## config.mk

```make
export PLATFORM = sky130hd
export DESIGN_NAME = arst_bringup_seq
export DESIGN_NICKNAME = d
export VERILOG_FILES = /design/src/rtl/arst_seq_pkg.sv /design/src/rtl/arst_hold_timer.sv /design/src/rtl/arst_step_fetch.sv /design/src/rtl/arst_reg_image.sv /design/src/rtl/arst_bringup_seq.sv
export SDC_FILE = /design/constraint.sdc
export NUM_CORES = 1
export LEC_CHECK = 0
export CAP_MARGIN = 10
export CORE_MARGIN = 5
export CORE_UTILIZATION = 50
export DETAILED_ROUTE_END_ITERATION = 7
export PLACE_DENSITY_LB_ADDON = 0.25
export SLEW_MARGIN = 20
export SYNTH_ARGS = -nofsm -noshare
export SYNTH_HDL_FRONTEND = slang
export SYNTH_SLANG_ARGS = --single-unit
```

## constraint.sdc

```tcl
create_clock -name clk -period 6.5 [get_ports clk]
set_input_delay 1.3 -clock clk [delete_from_list [all_inputs] [get_ports clk]]
set_output_delay 1.3 -clock clk [all_outputs]
set_load 0.005 [all_outputs]
```

## src/rtl/arst_seq_pkg.sv

```systemverilog
package arst_seq_pkg;

    localparam int REG_W  = 8;
    localparam int STEP_W = 3;

    // reset-release lines, 1 = released
    localparam logic [REG_W-1:0] REL_CORE = 8'h01;
    localparam logic [REG_W-1:0] REL_HOST = 8'h02;
    localparam logic [REG_W-1:0] REL_FIFO = 8'h04;
    localparam logic [REG_W-1:0] REL_ALL  = REL_CORE | REL_HOST | REL_FIFO;

    localparam logic [REG_W-1:0] IRQ_SYS_EN  = 8'h01;
    localparam logic [REG_W-1:0] IRQ_BERR_EN = 8'h02;
    localparam logic [REG_W-1:0] FIFO_LEVEL  = 8'd30;

    localparam int NUM_TGT = 3;

    typedef enum logic [1:0] {OP_NONE, OP_OPEN, OP_ENABLE, OP_CLOSE} op_e;
    typedef enum logic [1:0] {ST_IDLE, ST_WRITE, ST_SETTLE, ST_WAIT} state_e;
    typedef enum logic       {K_WRITE, K_WAIT} kind_e;
    typedef enum logic [1:0] {T_RST, T_IRQ, T_THR} tgt_e;
    typedef enum logic [1:0] {M_SET, M_CLR, M_LOAD} mode_e;

    typedef struct packed {
        kind_e            kind;
        tgt_e             tgt;
        mode_e            mode;
        logic [REG_W-1:0] val;
        logic             last;
    } step_t;

    function automatic op_e pick_op(logic op_open, logic op_close, logic op_en);
        if (op_close)      return OP_CLOSE;
        else if (op_open)  return OP_OPEN;
        else if (op_en)    return OP_ENABLE;
        else               return OP_NONE;
    endfunction

    function automatic step_t mk(kind_e k, tgt_e t, mode_e m, logic [REG_W-1:0] v, logic l);
        step_t s;
        s.kind = k;
        s.tgt  = t;
        s.mode = m;
        s.val  = v;
        s.last = l;
        return s;
    endfunction

    function automatic logic [REG_W-1:0] apply(logic [REG_W-1:0] cur, mode_e m, logic [REG_W-1:0] v);
        case (m)
            M_SET:   return cur | v;
            M_CLR:   return cur & ~v;
            default: return v;
        endcase
    endfunction

    // program store: one entry per step of each sequence
    function automatic step_t step_of(op_e op, logic [STEP_W-1:0] idx);
        step_t s;
        s = mk(K_WRITE, T_RST, M_SET, '0, 1'b1);
        case (op)
            OP_OPEN: begin
                case (idx)
                    3'd0: s = mk(K_WRITE, T_RST, M_SET,  REL_CORE,    1'b0);
                    3'd1: s = mk(K_WRITE, T_RST, M_CLR,  REL_ALL,     1'b0);
                    3'd2: s = mk(K_WAIT,  T_RST, M_SET,  '0,          1'b0);
                    3'd3: s = mk(K_WRITE, T_RST, M_SET,  REL_CORE,    1'b0);
                    3'd4: s = mk(K_WRITE, T_RST, M_SET,  REL_HOST,    1'b0);
                    3'd5: s = mk(K_WRITE, T_RST, M_SET,  REL_FIFO,    1'b0);
                    3'd6: s = mk(K_WRITE, T_IRQ, M_LOAD, IRQ_SYS_EN | IRQ_BERR_EN, 1'b0);
                    default: s = mk(K_WRITE, T_THR, M_LOAD, FIFO_LEVEL, 1'b1);
                endcase
            end
            OP_ENABLE: begin
                if (idx == 3'd0) s = mk(K_WRITE, T_RST, M_SET, REL_CORE, 1'b0);
                else             s = mk(K_WAIT,  T_RST, M_SET, '0,       1'b1);
            end
            OP_CLOSE: s = mk(K_WRITE, T_RST, M_LOAD, '0, 1'b1);
            default:  s = mk(K_WRITE, T_RST, M_SET, '0, 1'b1);
        endcase
        return s;
    endfunction

endpackage

```

## src/rtl/arst_hold_timer.sv

```systemverilog
module arst_hold_timer #(
    parameter int PRESCALE   = 4,
    parameter int HOLD_UNITS = 100
) (
    input  logic clk,
    input  logic rst,
    input  logic load_i,
    output logic zero_o
);
    localparam int PRE_W  = $clog2(PRESCALE + 1);
    localparam int UNIT_W = $clog2(HOLD_UNITS + 1);
    localparam logic [PRE_W-1:0]  PRE_RELOAD  = PRE_W'(PRESCALE - 1);
    localparam logic [UNIT_W-1:0] UNIT_RELOAD = UNIT_W'(HOLD_UNITS - 1);

    logic [PRE_W-1:0]  pre_q;
    logic [UNIT_W-1:0] unit_q;

    always_ff @(posedge clk) begin
        if (rst) begin
            pre_q  <= '0;
            unit_q <= '0;
        end else if (load_i) begin
            pre_q  <= PRE_RELOAD;
            unit_q <= UNIT_RELOAD;
        end else if (pre_q != '0) begin
            pre_q <= pre_q - 1'b1;
        end else if (unit_q != '0) begin
            unit_q <= unit_q - 1'b1;
            pre_q  <= PRE_RELOAD;
        end
    end

    assign zero_o = (pre_q == '0) && (unit_q == '0);
endmodule

```

## src/rtl/arst_step_fetch.sv

```systemverilog
module arst_step_fetch
    import arst_seq_pkg::*;
(
    input  op_e               op_i,
    input  logic [STEP_W-1:0] idx_i,
    input  op_e               req_i,
    output step_t             cur_o,
    output step_t             nxt_o,
    output step_t             first_o
);
    localparam logic [STEP_W-1:0] ONE = STEP_W'(1);
    logic [STEP_W-1:0] idx_nx;

    assign idx_nx  = idx_i + ONE;
    assign cur_o   = step_of(op_i, idx_i);
    assign nxt_o   = step_of(op_i, idx_nx);
    assign first_o = step_of(req_i, '0);
endmodule

```

## src/rtl/arst_reg_image.sv

```systemverilog
module arst_reg_image
    import arst_seq_pkg::*;
(
    input  logic             clk,
    input  logic             rst,
    input  logic             wr_en_i,
    input  step_t            step_i,
    output logic [REG_W-1:0] rst_reg_o,
    output logic [REG_W-1:0] irq_reg_o,
    output logic [REG_W-1:0] thr_reg_o
);
    logic [REG_W-1:0] regs_q [NUM_TGT];

    for (genvar g = 0; g < NUM_TGT; g++) begin : g_reg
        always_ff @(posedge clk) begin
            if (rst)
                regs_q[g] <= '0;
            else if (wr_en_i && step_i.tgt == tgt_e'(g))
                regs_q[g] <= apply(regs_q[g], step_i.mode, step_i.val);
        end
    end

    assign rst_reg_o = regs_q[T_RST];
    assign irq_reg_o = regs_q[T_IRQ];
    assign thr_reg_o = regs_q[T_THR];
endmodule

```

## src/rtl/arst_bringup_seq.sv

```systemverilog
module arst_bringup_seq
    import arst_seq_pkg::*;
#(
    parameter int PRESCALE   = 4,
    parameter int HOLD_UNITS = 100
) (
    input  logic       clk,
    input  logic       rst,
    input  logic       open_req_i,
    input  logic       close_req_i,
    input  logic       enable_req_i,
    output logic [7:0] reset_reg_o,
    output logic [7:0] irq_ctrl_o,
    output logic [7:0] fifo_thr_o,
    output logic       busy_o,
    output logic       done_o
);
    localparam logic [STEP_W-1:0] ONE = STEP_W'(1);

    state_e            state_q, state_n;
    op_e               op_q, op_n, req;
    logic [STEP_W-1:0] idx_q, idx_n;
    logic              done_q, done_n;
    logic              wr_en, advance, tmr_load, tmr_zero;
    step_t             cur, nxt, first;

    assign req = pick_op(open_req_i, close_req_i, enable_req_i);

    arst_step_fetch u_fetch (
        .op_i    (op_q),
        .idx_i   (idx_q),
        .req_i   (req),
        .cur_o   (cur),
        .nxt_o   (nxt),
        .first_o (first)
    );

    always_comb begin
        state_n = state_q;
        op_n    = op_q;
        idx_n   = idx_q;
        done_n  = 1'b0;
        wr_en   = 1'b0;
        advance = 1'b0;
        case (state_q)
            ST_IDLE: begin
                if (req != OP_NONE) begin
                    op_n    = req;
                    idx_n   = '0;
                    state_n = (first.kind == K_WAIT) ? ST_WAIT : ST_WRITE;
                end
            end
            ST_WRITE: begin
                wr_en   = 1'b1;
                state_n = ST_SETTLE;
            end
            ST_SETTLE: advance = 1'b1;
            ST_WAIT:   advance = tmr_zero;
            default:   state_n = ST_IDLE;
        endcase
        if (advance) begin
            if (cur.last) begin
                state_n = ST_IDLE;
                op_n    = OP_NONE;
                done_n  = 1'b1;
            end else begin
                idx_n   = idx_q + ONE;
                state_n = (nxt.kind == K_WAIT) ? ST_WAIT : ST_WRITE;
            end
        end
    end

    assign tmr_load = (state_n == ST_WAIT) && (state_q != ST_WAIT);

    always_ff @(posedge clk) begin
        if (rst) begin
            state_q <= ST_IDLE;
            op_q    <= OP_NONE;
            idx_q   <= '0;
            done_q  <= 1'b0;
        end else begin
            state_q <= state_n;
            op_q    <= op_n;
            idx_q   <= idx_n;
            done_q  <= done_n;
        end
    end

    arst_hold_timer #(
        .PRESCALE   (PRESCALE),
        .HOLD_UNITS (HOLD_UNITS)
    ) u_timer (
        .clk    (clk),
        .rst    (rst),
        .load_i (tmr_load),
        .zero_o (tmr_zero)
    );

    arst_reg_image u_regs (
        .clk       (clk),
        .rst       (rst),
        .wr_en_i   (wr_en),
        .step_i    (cur),
        .rst_reg_o (reset_reg_o),
        .irq_reg_o (irq_ctrl_o),
        .thr_reg_o (fifo_thr_o)
    );

    assign busy_o = (state_q != ST_IDLE);
    assign done_o = done_q;
endmodule

```

==> flow_metrics.tcl, run 1 <==
set metrics [dict create \
    mostFrequentLayoutCell "clkdlybuf4s50_1" \
    clk_pin_slew_worst_paths_ns 0.07 \
    power_density_nw_per_um2 325.3 \
    finalNetCount 228 \
    synth_edf_count 15 \
    synth_area_um2 1904 \
    fin_crit_ns 3.258 \
    start_kind "primary input" \
    swShare_pct 36.05 \
    cts_hold_buf 0 \
    netlist_top_cells_area "edfxtp_1, dfxtp_1, ha_1" \
    critical_path_class "primary input to register" \
    viasPerCell 5.536 \
    hold_violations 0 \
    cts_resized 0 \
    drc 0 \
    final_cell_mix "clkdlybuf4s50_1, dfxtp_1, inv_1, edfxtp_1, a21oi_1" \
    crit_arrival_ns 3.35 \
    ys_seq_elements 33 \
    slew_viol_final 0 \
    fp-row-count 22 \
    crit_fanout 21 \
    fin_crit_sh_pct 50.12 \
    antenna_found_initial 0 \
    grt_pass1_wl_mm 6.216 \
    yosys.area.top_type_share_pct 23.65 \
    overflow 0 \
    dieArea_um2 5143 \
    fmax_mhz 307.0 \
    finalSetupViolCount 0 \
    tightest_slew_ns 0.8463 \
    drive_above_1_share_pct 9.859 \
    wl_mm 3.745 \
    outcome "finished clean" \
    comb_power_share_pct 39.5 \
    cts-root-buf "clkbuf_8" \
    p_int_mw 0.4563 \
    grt_max_degree 22 \
    ys_async_sr_fraction_pct 0 \
    end_kind "register" \
    clock_sinks 33 \
    finClkSkew_ns 0.009117 \
    rrSetupSlack_ns 4.32 \
    placed_area_um2 2112 \
    fillers 312 \
    synth_ff_type "dfxtp_1" \
    numCtsBuffers 5 \
    vias 1445 \
    synth.distinct_cells 52 \
    numPortBuffers 21 \
    cts.path.max_buffers 2 \
    ys_warn_count 0 \
    synth_top_area_cell "edfxtp_1" \
    antenna_cells 0 \
    p_seq_share_pct 40.3 \
    die_y_um 71.72 \
    hold_ws_ns 0.5442 \
    p_sw_mw 0.2572 \
    tns_ns 0 \
    fin_area_um2 2193 \
    dr.pass1.iters 4 \
    pre_cts_ws_ns 2.966 \
    pwr-share-clk_pct 20.2 \
    wl_per_cell_um 14.35 \
    hold_path.class "register to register" \
    ios 31 \
    clock_latency_ns 0.28 \
    leakagePower_nw 0.8551 \
    critPathRequiredTime_ns 6.59 \
    initialDrtViolationCount 52 \
    area_growth_pct 15.18 \
    maxCapViolCount 0 \
    ant_nets 0 \
    grt_usage_pct 15.38 \
    htreeDepth 2 \
    post_cts_buffers 0 \
    yosysSeqAreaShare_pct 42.58 \
    grt_setup_unrepaired "false" \
    initial_core_util_pct 51.63 \
    dieWidth_um 71.72 \
    core_um2 3689 \
    dpl.hpwl_mm 2.862 \
    slew_headroom_pct 43.40 \
    syn_inst 190 \
    vdd_drop_max_mv 0.1799 \
    avgSynthCellArea_um2 10.02 \
    cts_tree "done" \
    final.setup.worst_slack_ns 3.242 \
    grt_pass1_vias 1369 \
    gp_congestion 0.8073 \
]
## path summary, 6_finish.rpt
path,start,to,depth (start not counted)
hold / removal,u_timer.unit_q[6],u_timer.unit_q[6],2
setup / recovery,rst,u_regs.regs_q[0][0],4
setup reg to reg,idx_q[2],u_timer.unit_q[3],6
hold reg to reg,u_timer.unit_q[6],u_timer.unit_q[6],2
## cell usage after synthesis, types with 2 or more instances
cell and n:
nor3_1 3, nor2_1 5, o21ai_0 5, nor2b_1 5, a221oi_1 2, xnor2_1 3
and3_1 6, buf_2 2, o31ai_1 2, nand2_1 13, o2111ai_1 3, inv_1 16
mux2i_1 3, nor3_2 4, o21ai_1 4, clkbuf_1 6, dfxtp_1 18, nor4_1 2
a21oi_1 14, buf_4 9, nand2b_1 2, edfxtp_1 15, or4_4 2, o41ai_1 4
nand3_1 3, ha_1 11, a211oi_1 2, nor4b_1 2
## state kept, by name (all words and copies together) (netlist names)
signal          count
state_q             2
u_regs.regs_q      15
u_timer.pre_q       3
done_o              1
u_timer.unit_q      7
idx_q               3
op_q                2
## worst max-delay path, cell delays in order
cell             delay [ns]
clkdlybuf4s50_1        0.84
nor3_1                 0.75
nand2_1                0.20
a221oi_1               0.26
## cell type report
class	count	area, um2	area share [%]
Timing Repair Buffer	22	217.7	9.926
Clock inverter	3	12.51	0.5705
Multi-Input combinational cell	133	959.7	43.75
Inverter	17	63.81	2.909
Tap cell	48	60.06	2.738
Clock buffer	5	68.82	3.137
Sequential cell	33	810.8	36.97
## stage by stage
stage               utilization [%]  instances  power (mW)
finish                        59.46        261      0.7135
global route                  59.46        261      0.7621
CTS                           59.46        261      0.7128
detailed placement            57.26        253      0.5706
global placement              57.26        253      0.5561
floorplan                         -        201      0.5139
## power by group through the flow
stage	Sequential (mW)	Clock (mW)	Combinational [mW]
after CTS	0.287	0.144	0.282
after floorplan	0.278	0	0.236
final	0.288	0.144	0.282
after detailed placement	0.292	0	0.279
after global routing	0.293	0.156	0.313
after global placement	0.289	0	0.267
## cells by family (layout without fill, tap and decap cells)
kind of cell    after synthesis  after routing  share of synthesized area [%]
compound gates               48             48                          18.46
xor+xnor                      3              3                          1.380
fa+ha+maj                    11             11                          7.227
buf+inv                      35             47                          9.198
flops                        33             33                          42.58
mux                           4              4                          2.168
other cells                   1             12                         0.1969
simple gates                 55             55                          18.79
## layer usage
layer | up-vias | global-route usage (%) | part of all wire [%]
met2 | 27 | 26.12 | 50
li1 | 721 | - | -
met3 | 7 | 4.208 | 4.0
met4 | 0 | 6.681 | 1.7
met5 | - | 0 | 0
met1 | 690 | 18.10 | 44
Power figures use the tool's default switching activity.
==> run 2, diff against run 1 <==
--- a/config.mk
+++ b/config.mk
@@ -7,7 +7,7 @@
 export LEC_CHECK = 0
 export CAP_MARGIN = 10
 export CORE_MARGIN = 5
-export CORE_UTILIZATION = 50
+export CORE_UTILIZATION = 48
 export DETAILED_ROUTE_END_ITERATION = 7
 export PLACE_DENSITY_LB_ADDON = 0.25
 export SLEW_MARGIN = 20
==> constraint.sdc (replaced) <==
create_clock -name clk -period 2.86 [get_ports clk]
set_input_delay 0.572 -clock clk [delete_from_list [all_inputs] [get_ports clk]]
set_output_delay 0.572 -clock clk [all_outputs]
set_load 0.005 [all_outputs]
==> flow_metrics.tcl, run 2 (synthesis gave the netlist of run 1 again) <==
set metrics [dict create \
    power_density_nw_per_um2 731.8 \
    comb_power_share_pct 38.8 \
    tns_ns 0 \
    antenna_cells 0 \
    cts_hold_buf 0 \
    ant_nets 0 \
    finalNetCount 229 \
    p_seq_share_pct 40.6 \
    max_flop_register "u_regs.regs_q" \
    critical_path_class "register to primary output" \
    hold_start "idx_q[1]" \
    grt_max_degree 21 \
    hold_path.class "register to register" \
    multiInputGateArea_um2 959.7 \
    die_y_um 72.99 \
    hold_violations 0 \
    largest_register_ff_count 15 \
    ios 31 \
    fin_area_um2 2201 \
    end_kind "primary output" \
    critPathRequiredTime_ns 2.29 \
    initial_core_util_pct 50.87 \
    final_cell_mix "clkdlybuf4s50_1, dfxtp_1, inv_1, edfxtp_1, a21oi_1" \
    fin_crit_ns 2.197 \
    swShare_pct 35.26 \
    grt_pass1_vias 1349 \
    finClkSkew_ns 0.004358 \
    pre_cts_ws_ns 0.6997 \
    placed_area_um2 2120 \
    outcome "finished clean" \
    drc 0 \
    cts_resized 0 \
    overflow 0 \
    wl_mm 3.579 \
    clock_latency_ns 0.28 \
    dieArea_um2 5327 \
    drive_above_1_share_pct 10.28 \
    cp_slowest_cell "dfxtp_1" \
    grt_pass1_wl_mm 6.051 \
    slew_viol_final 0 \
    cts-root-buf "clkbuf_8" \
    dr.pass1.iters 4 \
    p_int_mw 1.043 \
    p_sw_mw 0.5679 \
    grt_usage_pct 14.57 \
    post_cts_buffers 0 \
    mostFrequentLayoutCell "clkdlybuf4s50_1" \
    worstPathCellList "nor2_1 -> inv_1 -> clkdlybuf4s50_1" \
    dp.cells 254 \
    final_cells 262 \
    htreeDepth 2 \
    crit_fanout 10 \
    reg_top3 "u_regs.regs_q: 15 flops, u_timer.unit_q: 7 flops" \
    numPortBuffers 21 \
    regArea_um2 810.8 \
    dieWidth_um 72.99 \
    viasPerCell 5.573 \
    cts_tree "done" \
    slew_headroom_pct 53.20 \
    rr_startpoint "idx_q[2]" \
    crit_arrival_ns 1.62 \
    fillers 348 \
    core_um2 3744 \
    grt_setup_unrepaired "false" \
    antenna_found_initial 0 \
    area_growth_pct 15.57 \
    pwr-share-clk_pct 20.6 \
    tightest_slew_ns 0.6967 \
    leakagePower_nw 0.8591 \
    wl_per_cell_um 13.66 \
    cts.path.max_buffers 2 \
    fmax_mhz 455.2 \
    initialDrtViolationCount 84 \
    start_kind "register" \
    finalSetupViolCount 0 \
    vdd_drop_max_mv 0.4021 \
    maxCapViolCount 0 \
    dpl.hpwl_mm 2.690 \
    clk_pin_slew_worst_paths_ns 0.07 \
    numCtsBuffers 5 \
    gp_congestion 0.8814 \
    final.setup.worst_slack_ns 0.6633 \
    vias 1460 \
    fp-row-count 22 \
    slowest_delay_ns 0.56 \
    fin_crit_sh_pct 76.81 \
    clock_sinks 33 \
    startpoint "state_q[1]" \
]
==> run 2: power by group through the flow <==
stage	clock network, mW	logic (mW)	registers [mW]
after floorplan	0	0.536	0.632
after global placement	0	0.601	0.658
after detailed placement	0	0.620	0.664
after CTS	0.339	0.626	0.653
after global routing	0.365	0.697	0.666
final	0.332	0.625	0.654
==> run 2: area by class of cell <==
type | count | area share (%)
clock inverter | 1 | 0.2274
clock buffer | 7 | 3.468
inverter | 17 | 2.899
sequential | 33 | 36.84
tap | 48 | 2.729
multi-input combinational | 133 | 43.60
timing repair buffer | 23 | 10.23
==> run 2: path summary, 6_finish.rpt <==
path,endpoint,slack (ns),depth (start not counted)
setup / recovery,busy_o,0.66,3
hold / removal,idx_q[1],0.54,2
setup reg to reg,u_timer.unit_q[3],0.73,6
hold reg to reg,idx_q[1],0.54,2
==> run 2: per-stage QoR <==
step           util (%)  power (mW)  hold slack (ns)
6_report          58.79       1.611           0.5438
4_1_cts           58.79       1.618           0.5560
5_1_grt           58.79       1.728           0.5752
3_3_place_gp      56.62       1.260           0.5117
3_5_place_dp      56.62       1.284           0.5469
2_1_floorplan         -       1.168           0.4950
==> run 2: metal layers <==
metal  track usage (%)  share of wire, %
met4             6.352               2.2
met3             4.408               7.0
met2             22.84                46
met1             18.41                44
met5                 0                 0
==> run 2: critical path: cells and delay by family, from the launching register on <==
family                 cells  cell delay, ns
buffers and inverters      2            0.59
DFF                        1            0.56
and+or+nand+nor            1            0.19
==> run 3, diff against run 2 <==
--- a/config.mk
+++ b/config.mk
@@ -7,7 +7,7 @@
 export LEC_CHECK = 0
 export CAP_MARGIN = 10
 export CORE_MARGIN = 5
-export CORE_UTILIZATION = 48
+export CORE_UTILIZATION = 50
 export DETAILED_ROUTE_END_ITERATION = 7
 export PLACE_DENSITY_LB_ADDON = 0.25
 export SLEW_MARGIN = 20
==> constraint.sdc (replaced) <==
create_clock -name clk -period 2.05 [get_ports clk]
set_input_delay 0.41 -clock clk [delete_from_list [all_inputs] [get_ports clk]]
set_output_delay 0.41 -clock clk [all_outputs]
set_load 0.005 [all_outputs]
==> flow_metrics.tcl, run 3 (synthesis gave the netlist of run 1 again) <==
set metrics [dict create \
    cp_top_family "simple AND/OR/NAND/NOR gates" \
    mostFrequentLayoutCell "clkdlybuf4s50_1" \
    cts_tree "done" \
    dp.cells 259 \
    hold_violations 0 \
    cp.buffers_inverters 1 \
    initialDrtViolationCount 142 \
    gr-usage-met1_pct 18.98 \
    cp_slowest_cell "or4_4" \
    rrSetupSlack_ns 0.02 \
    grt_use_met3_pct 4.208 \
    wl_per_cell_um 15.18 \
    core_um2 3689 \
    wl_mm 4.189 \
    grt_usage_pct 16.32 \
    reg2reg_depth 7 \
    outcome "finished clean" \
    max_flop_register "u_regs.regs_q" \
    critPathRequiredTime_ns 2.23 \
    antenna_cells 0 \
    die_y_um 71.72 \
    fin_crit_sh_pct 99.26 \
    pre_cts_ws_ns -0.07193 \
    grt_max_degree 19 \
    overflow 0 \
    fin_crit_ns 2.035 \
    end_kind "register" \
    ant_nets 0 \
    antenna_found_initial 0 \
    final_cell_mix "clkdlybuf4s50_1, inv_1, dfxtp_1, edfxtp_1" \
    dieArea_um2 5143 \
    fin_area_um2 2465 \
    ios 31 \
    dr.pass1.iters 4 \
    clock_latency_ns 0.28 \
    dieWidth_um 71.72 \
    gp_congestion 0.7769 \
    leakagePower_nw 0.9691 \
    vdd_drop_max_mv 0.4928 \
    maxCapViolCount 0 \
    final.setup.worst_slack_ns 0.01507 \
    hold_path.class "register to register" \
    worstPathCellList "ha_2 -> ha_4 -> or4_4 -> a32oi_4 -> buf_4 -> o2111ai_1 -> o41ai_1" \
    slew_headroom_pct 55.61 \
    hold_ws_ns 0.4992 \
    initial_core_util_pct 51.63 \
    area_growth_pct 29.43 \
    power_density_nw_per_um2 1028 \
    min_to "idx_q[0]" \
    finish.utilization_pct 66.83 \
    numCtsBuffers 5 \
    grt_pass1_wl_mm 6.706 \
    grt_setup_unrepaired "true" \
    fmax_mhz 491.4 \
    finClkSkew_ns 0.007041 \
    hold_depth 1 \
    critical_path_class "register to register" \
    finalNetCount 243 \
    dpl.hpwl_mm 2.905 \
    vias 1565 \
    grt.busiest_layer "met2" \
    grt_pass1_vias 1524 \
    cts.path.max_buffers 2 \
    rr_startpoint "idx_q[0]" \
    finalSetupViolCount 0 \
    drive_above_1_share_pct 22.81 \
    crit_fanout 6 \
    final_cells 276 \
    crit_arrival_ns 2.22 \
    start_kind "register" \
    clk_pin_slew_worst_paths_ns 0.07 \
    viasPerCell 5.670 \
    htreeDepth 2 \
    drc 0 \
    reg_top3 "u_regs.regs_q: 15 flops, u_timer.unit_q: 7 flops" \
    placed_area_um2 2157 \
    hold_start "idx_q[0]" \
    grt_util_met2_pct 27.96 \
    largest_register_ff_count 15 \
    cts-root-buf "clkbuf_8" \
    r2r-end "idx_q[2]" \
    slew_viol_final 0 \
    numPortBuffers 21 \
    tightest_slew_ns 0.6601 \
    slowest_delay_ns 0.51 \
    clock_sinks 33 \
    fp-row-count 22 \
]
run 3: how the worst max path moves through the flow:
stage | end | from | slack [ns] | depth (start not counted)
2_1_floorplan | u_timer.pre_q[2] | idx_q[2] | 0.01 | 7
3_3_place_gp | u_timer.unit_q[6] | idx_q[0] | 0.06 | 8
3_5_place_dp | u_timer.unit_q[3] | idx_q[0] | -0.07 | 6
4_1_cts | u_timer.unit_q[4] | u_timer.pre_q[0] | 0.06 | 7
5_1_grt | idx_q[1] | idx_q[0] | -0.05 | 7
6_report | idx_q[2] | idx_q[0] | 0.02 | 7
run 3: routing by layer:
metal | vias to the layer above | wire [um]
li1 | 754 | -
met1 | 748 | 1701
met2 | 56 | 2155
met3 | 7 | 267
met4 | 0 | 65
met5 | - | 0
run 3: layout make-up:
class / instances / area, um2
Tap cell: 48 / 60.06
Multi-Input combinational cell: 133 / 1072
Fill cell: 288 / 1224
Timing Repair Buffer: 37 / 341.6
Clock buffer: 8 / 111.4
Inverter: 17 / 63.81
Sequential cell: 33 / 815.8
run 3: through the flow:
step / total power, mW / TNS (ns)
after floorplan: 1.630 / 0
after global placement: 1.771 / 0
after detailed placement: 1.822 / -0.2972
after CTS: 2.417 / 0
after global routing: 2.690 / -0.1634
final: 2.535 / 0
run 3: repair_timing:
item / CTS / global route
hold buffers: 0 / 0
resized for setup: 1 / 23
buffers inserted: 3 / 5
pin swaps: 1 / 8
gates cloned: 0 / 1
setup endpoints to repair: 7 / 30
run 3: where the power goes:
part | switching, mW | leakage [nW] | internal, mW | total (mW)
clock | 0.240 | 0.0566 | 0.347 | 0.587
sequential | 0.126 | 0.304 | 0.795 | 0.921
combinational | 0.535 | 0.608 | 0.492 | 1.03
